File: config.mk
export PLATFORM = sky130hd
export DESIGN_NAME = dual_lane_sat_shifter
export DESIGN_NICKNAME = d
export VERILOG_FILES = /design/src/rtl/shifter_pkg.sv /design/src/rtl/lane_shifter.sv /design/src/rtl/shift_out_stage.sv /design/src/rtl/dual_lane_sat_shifter.sv
export SDC_FILE = /design/constraint.sdc
export NUM_CORES = 1
export LEC_CHECK = 0
export BUFFER_PORTS_ARGS = -buffer_cell sky130_fd_sc_hd__buf_2
export CORE_MARGIN = 2
export CORE_UTILIZATION = 30
export DETAILED_ROUTE_END_ITERATION = 10
export RECOVER_POWER = 100
export SYNTH_ARGS = -nofsm -noshare
export SYNTH_HDL_FRONTEND = slang
export SYNTH_SLANG_ARGS = --single-unit
File: constraint.sdc
create_clock -name clk -period 2 [get_ports clk]
set_clock_uncertainty 0.15 [all_clocks]
set_input_delay 0.1 -clock clk [delete_from_list [all_inputs] [get_ports clk]]
set_output_delay 0.1 -clock clk [all_outputs]
set_load 0.1 [all_outputs]
File: src/rtl/shifter_pkg.sv
package shifter_pkg;

  // Shift direction selected by the dir_right input.
  typedef enum logic {
    SHIFT_LEFT_SAT    = 1'b0,
    SHIFT_RIGHT_ARITH = 1'b1
  } shift_dir_e;

  localparam int unsigned DEF_LANE_W = 16;
  localparam int unsigned DEF_LANES  = 2;

endpackage

File: src/rtl/lane_shifter.sv
module lane_shifter
  import shifter_pkg::*;
#(
  parameter int unsigned LANE_W = DEF_LANE_W,
  parameter int unsigned CNT_W  = $clog2(LANE_W)
) (
  input  logic [LANE_W-1:0] lane_in,
  input  shift_dir_e        dir,
  input  logic [CNT_W-1:0]  shamt,
  output logic [LANE_W-1:0] lane_out,
  output logic              lane_ovf
);

  localparam int unsigned EXT_W = 2 * LANE_W;
  localparam int unsigned TOP_W = EXT_W - LANE_W + 1;

  logic              sign_bit;
  logic [EXT_W-1:0]  ext_val;
  logic [EXT_W-1:0]  shl_val;
  logic [TOP_W-1:0]  top_bits;
  logic              left_ovf;
  logic [LANE_W-1:0] sat_val;
  logic [LANE_W-1:0] sra_val;

  assign sign_bit = lane_in[LANE_W-1];
  assign ext_val  = {{LANE_W{sign_bit}}, lane_in};
  assign shl_val  = ext_val << shamt;
  // Bits above the result sign plus the new sign bit must all equal the old sign.
  assign top_bits = shl_val[EXT_W-1:LANE_W-1];
  assign left_ovf = sign_bit ? ~(&top_bits) : (|top_bits);
  assign sat_val  = sign_bit ? {1'b1, {(LANE_W-1){1'b0}}}
                             : {1'b0, {(LANE_W-1){1'b1}}};
  assign sra_val  = LANE_W'($signed(lane_in) >>> shamt);

  always_comb begin
    lane_out = '0;
    lane_ovf = 1'b0;
    unique case (dir)
      SHIFT_LEFT_SAT: begin
        lane_ovf = left_ovf;
        lane_out = left_ovf ? sat_val : shl_val[LANE_W-1:0];
      end
      SHIFT_RIGHT_ARITH: begin
        lane_out = sra_val;
      end
      default: begin
        lane_out = '0;
      end
    endcase
  end

endmodule

File: src/rtl/shift_out_stage.sv
module shift_out_stage #(
  parameter int unsigned DATA_W = 32,
  parameter int unsigned LANES  = 2
) (
  input  logic              clk,
  input  logic              rst_n,
  input  logic              load,
  input  logic [DATA_W-1:0] nxt_result,
  input  logic [LANES-1:0]  nxt_ovf,
  output logic              out_valid,
  output logic [DATA_W-1:0] result,
  output logic [LANES-1:0]  lane_ovf
);

  logic              valid_d;
  logic [DATA_W-1:0] result_d;
  logic [LANES-1:0]  ovf_d;

  // Next-state: result loads only on valid cycles, flags qualified by valid.
  always_comb begin
    valid_d  = load;
    result_d = load ? nxt_result : result;
    ovf_d    = load ? nxt_ovf : '0;
  end

  always_ff @(posedge clk or negedge rst_n) begin
    if (!rst_n) begin
      out_valid <= 1'b0;
      result    <= '0;
      lane_ovf  <= '0;
    end else begin
      out_valid <= valid_d;
      result    <= result_d;
      lane_ovf  <= ovf_d;
    end
  end

endmodule

File: src/rtl/dual_lane_sat_shifter.sv
module dual_lane_sat_shifter
  import shifter_pkg::*;
#(
  parameter int unsigned LANE_W = DEF_LANE_W,
  parameter int unsigned LANES  = DEF_LANES,
  parameter int unsigned CNT_W  = $clog2(LANE_W),
  localparam int unsigned DATA_W = LANE_W * LANES
) (
  input  logic              clk,
  input  logic              rst_n,
  input  logic              in_valid,
  input  logic [DATA_W-1:0] operand,
  input  logic              dir_right,
  input  logic [CNT_W-1:0]  shamt,
  output logic              out_valid,
  output logic [DATA_W-1:0] result,
  output logic [LANES-1:0]  lane_ovf
);

  shift_dir_e        dir;
  logic [DATA_W-1:0] comb_result;
  logic [LANES-1:0]  comb_ovf;

  assign dir = dir_right ? SHIFT_RIGHT_ARITH : SHIFT_LEFT_SAT;

  for (genvar g = 0; g < LANES; g++) begin : g_lane
    lane_shifter #(
      .LANE_W (LANE_W),
      .CNT_W  (CNT_W)
    ) u_lane (
      .lane_in  (operand[g*LANE_W +: LANE_W]),
      .dir      (dir),
      .shamt    (shamt),
      .lane_out (comb_result[g*LANE_W +: LANE_W]),
      .lane_ovf (comb_ovf[g])
    );
  end

  shift_out_stage #(
    .DATA_W (DATA_W),
    .LANES  (LANES)
  ) u_stage (
    .clk        (clk),
    .rst_n      (rst_n),
    .load       (in_valid),
    .nxt_result (comb_result),
    .nxt_ovf    (comb_ovf),
    .out_valid  (out_valid),
    .result     (result),
    .lane_ovf   (lane_ovf)
  );

endmodule

Word-level counts from Yosys, hierarchy flattened --
Cells that the tools add are included. W data, S select, Z words.
Storage, ports and cells: logic and storage cells 26, output and inout port bits 35, register bits after elaboration 35
Operators by class: multiplexer cells 12, bitwise gates (word level) 3, shifts and indexed selects 4, reductions and logical operators 4
Operator list (count):
- $mux W16 | 4
- $pmux W16 S2 | 2
- $shl A32 B4 Y32 | 2
- $reduce_and A17 Y1 | 2
- $reduce_or A17 Y1 | 2
- $sshr A16 B4 Y16 | 2
- $mux W1 | 5
- $not A1 Y1 | 3
- $mux W2 | 1

Longest topological paths before layout --
depth in word-level cells 6, depth in mapped cells 13

Hierarchy --
From an unflattened synthesis, not the netlist that was laid out.
Unflattened totals: cells, all modules 653, area, all modules 5676.7 um^2
Modules (own cells, without submodules):
- lane_shifter | cells each 290, instances 2, area an instance 2128.3 um^2
- shift_out_stage | cells each 73, instances 1, area an instance 1420.1 um^2

Least setup slack after synthesis --
Ideal clock, no wire load.
path type input-to-reg, start input port shamt[0], end register u_stage.result[29], arrival 2240 ps, stages on the path 9, buffers on the path 2, setup slack -537 ps, library setup time 146 ps, cells stage by stage buf_6 -> mux4_2 -> mux4_2 -> a311o_1 -> a211oi_2 -> a31oi_2 -> nor2_2 -> buf_4 -> a221oi_1
Between the ends: longest elaborated chain between the ends 6, elaborated cells between the ends (all ways) 8
RTL lines:
- start: declaration | RTL line dual_lane_sat_shifter.sv:14 | input logic [CNT_W-1:0] shamt,
- $shl A32 B4 Y32 | RTL line lane_shifter.sv:27 | assign shl_val = ext_val << shamt;
- $reduce_and A17 Y1 | RTL line lane_shifter.sv:30 | assign left_ovf = sign_bit ? ~(&top_bits) : (|top_bits);
- $not A1 Y1 | RTL line lane_shifter.sv:30
- $mux W1 | RTL line lane_shifter.sv:30
- $mux W16 | RTL line lane_shifter.sv:41 | lane_out = left_ovf ? sat_val : shl_val[LANE_W-1:0];
- $pmux W16 S2 (*) | RTL line lane_shifter.sv:38 | unique case (dir)
- end signal: assignment | RTL line shift_out_stage.sv:33 | result <= result_d;
- end: declaration | RTL line shift_out_stage.sv:11 | output logic [DATA_W-1:0] result,
Mark *: on every way between the ends. The rest lies on a longest branch, timed or not. A chain may end at the register's enable or synchronous reset.

Worst setup path in the final report --
start input port shamt[0], end register u_stage.result[16]
Same word-level chain as after synthesis.

==> metrics.txt <==
HP Class in -> reg; Cell variety after synth 63; Post-Synthesis Cells 638; dpl ws -732 ps; syn_nets 678; final worst slack -315 ps; final hold viol count 0; number of fill cells in the layout 1680; CTS Buf Count 5; die height 137 µm; Yosys reg bits 35; initial antenna violation count 0; final wirelength 22500 µm; commonest cells in the netlist 73 x nor2_1, 54 x mux2i_1, 54 x nand2_1, 45 x mux4_2, 43 x o21ai_0; Synthesis Warnings 0; grt total ovfl 0; Sink Count 35; vias in the first global route 6306; status finished, violations left; I/O Pins 75; first-pass GRT wire length 34900 µm; area delta synth->final 53.8%; VDD IR max 0.536 mV; pin count of the biggest net entering global routing 36; Final Setup Violations 32; cell count after placement 1071; detailed-route via count 6478; post-synth top area cell mux4_2; WS Path Type in -> reg; core area 17400 µm²; clk_lat worst skew 270 ps; pwr/cell area 540 nW/µm²; ys async rst share 1.00; Vias/cell 5.85; Post-synth EDFFs 0; final period utilization 1.16; register area 876 µm²; clock buffer depth 2; detailed router's first-iteration violation count 644; DRC Markers 0; share of layout cells above drive strength 1 0.494; Req. time, crit path 2000 ps; average size of a mapped cell 8.36 µm²; # diodes 0; area of the multi-input gates 4400 µm²; Root Driver clkbuf_16; Finished Layout Cells 1107; H-tree Lvls 2; post-route core utilization 0.472; failing checks setup timing; sequential share of the synthesized area 0.164; Lkg Pwr 3.47 nW; Startpoint Class input pin; crit path DAT 2310 ps; GR Util All Layers 0.236; CTS tree built; starting density of the core 0.307; DRT antenna net count 0; area share of the largest cell type after synthesis 0.190; fmax 432 MHz; clock transition at the registers of the reported paths 60 ps; fin nets 921; post-layout min period 2320 ps; max-cap viol count 0; slew at the pin closest to its max-slew limit 1190 ps; r2r setup slk 1060 ps; Synth area leaders mux4_2 19%, dfrtp_1 16%, mux2i_1 10%, nor2_1 5.1%, mux2_2 4.2%; die width 137 µm; setup TNS -7840 ps; most common flop cell mapped by yosys dfrtp_1; DR pass1 iterations 6; Port Buffer Count 74; Final Max Slew Viols 0; DP Wirelength 16600 µm; Slew headroom 0.209; Site Rows 48; count leader, synth nor2_1; placer congestion estimate 0.982; Routed wire per std cell 20.3 µm; RSZ-0062 raised after global routing true; critical path endpoint category flop; Mapped Area 5330 µm²; Die ar. 18900 µm²; CP Max Fanout 6
-- timing repair --
| item | 4_1_cts | 5_1_grt |
|---|---|---|
| endpoints found under the setup margin | 32 | 32 |
| hold buffers | 1 | 0 |
| endpoints found under the hold margin | 35 | 0 |
| resized for setup | 60 | 48 |
| setup buffers | 14 | 6 |
| pin swaps | 16 | 17 |
| gates cloned | 6 | 2 |
-- logic make-up (layout without fill, tap and decap cells) --
group                  count (synthesis)  after routing  share of synthesized area
AND/OR/NAND/NOR                      208            208                      0.182
buffers and inverters                 82            326                     0.0737
multiplexers                         119            119                      0.334
AO/OA/AOI/OAI                        194            194                      0.247
flip-flops                            35             35                      0.164
-- worst max-delay path, stage by stage --
cell	delay (ps)
buf_16	110
mux4_2	510
mux4_2	530
a311o_1	300
a211oi_2	170
a31oi_2	150
buf_4	180
a311oi_2	180
a211oi_1	70
-- layer usage --
metal,vias up,routed length [µm],track usage
li1,2963,-,-
met1,3181,9550,0.313
met2,284,11100,0.403
met3,50,1230,0.0280
met4,0,648,0.0687
met5,-,0,0
-- area by class of cell --
class / count / area share
Multi-Input combinational cell: 521 / 0.536
Tap cell: 225 / 0.0343
Inverter: 8 / 0.00397
Sequential cell: 35 / 0.107
Clock buffer: 6 / 0.0169
Timing Repair Buffer: 310 / 0.297
Clock inverter: 2 / 0.00427
-- cells in the final DEF (no fill, tap or decap), drive strengths merged, types with 4 or more instances in the layout --
master | synthesis | routed
a31oi | 12 | 12
inv | 8 | 8
or2 | 4 | 4
mux2i | 54 | 54
a21oi | 41 | 41
and2 | 5 | 5
o2111ai | 7 | 7
o211ai | 11 | 11
o21ai | 43 | 43
clkbuf | 38 | 42
nor2 | 74 | 74
nor2b | 8 | 8
and3 | 4 | 4
a211oi | 14 | 14
o22ai | 16 | 16
nand3 | 20 | 20
buf | 36 | 272
dfrtp | 35 | 35
mux2 | 20 | 20
a221oi | 10 | 10
nor3 | 10 | 10
or3 | 6 | 6
mux4 | 45 | 45
nand2b | 11 | 11
nand2 | 54 | 54
nand3b | 4 | 4
-- state kept, by name, indices dropped and copies added (netlist names) --
register / flops
u_stage.out_valid: 1
u_stage.result: 32
u_stage.lane_ovf: 2
-- worst paths after layout --
kind | cells past startpoint | to | from
worst min-delay path | 2 | u_stage.result[1] | in_valid
max in group asynchronous | 2 | u_stage.result[8] | rst_n
min in group asynchronous | 2 | u_stage.result[30] | rst_n
worst min register to register | 1 | u_stage.result[31] | u_stage.result[31]
worst max-delay path | 9 | u_stage.result[16] | shamt[0]
worst max register to register | 2 | u_stage.result[19] | u_stage.result[19]
-- through the flow --
stage / cell area [µm²] / hold slack (ps) / total power (W)
finish: 8200 / 44.6 / 0.00443
global route: 8200 / 66.3 / 0.00462
CTS: 7940 / 37.1 / 0.00432
detailed placement: 7260 / 88.5 / 0.00325
global placement: 7260 / 75.8 / 0.00325
floorplan: 5370 / -346 / 0.00242
-- where the power goes --
part | switching [W] | leakage (nW) | internal (W)
Clock | 0.000305 | 0.0868 | 0.000620
Combinational | 0.00165 | 2.98 | 0.00101
Sequential | 0.0000570 | 0.399 | 0.000796
Power figures use the tool's default switching activity.
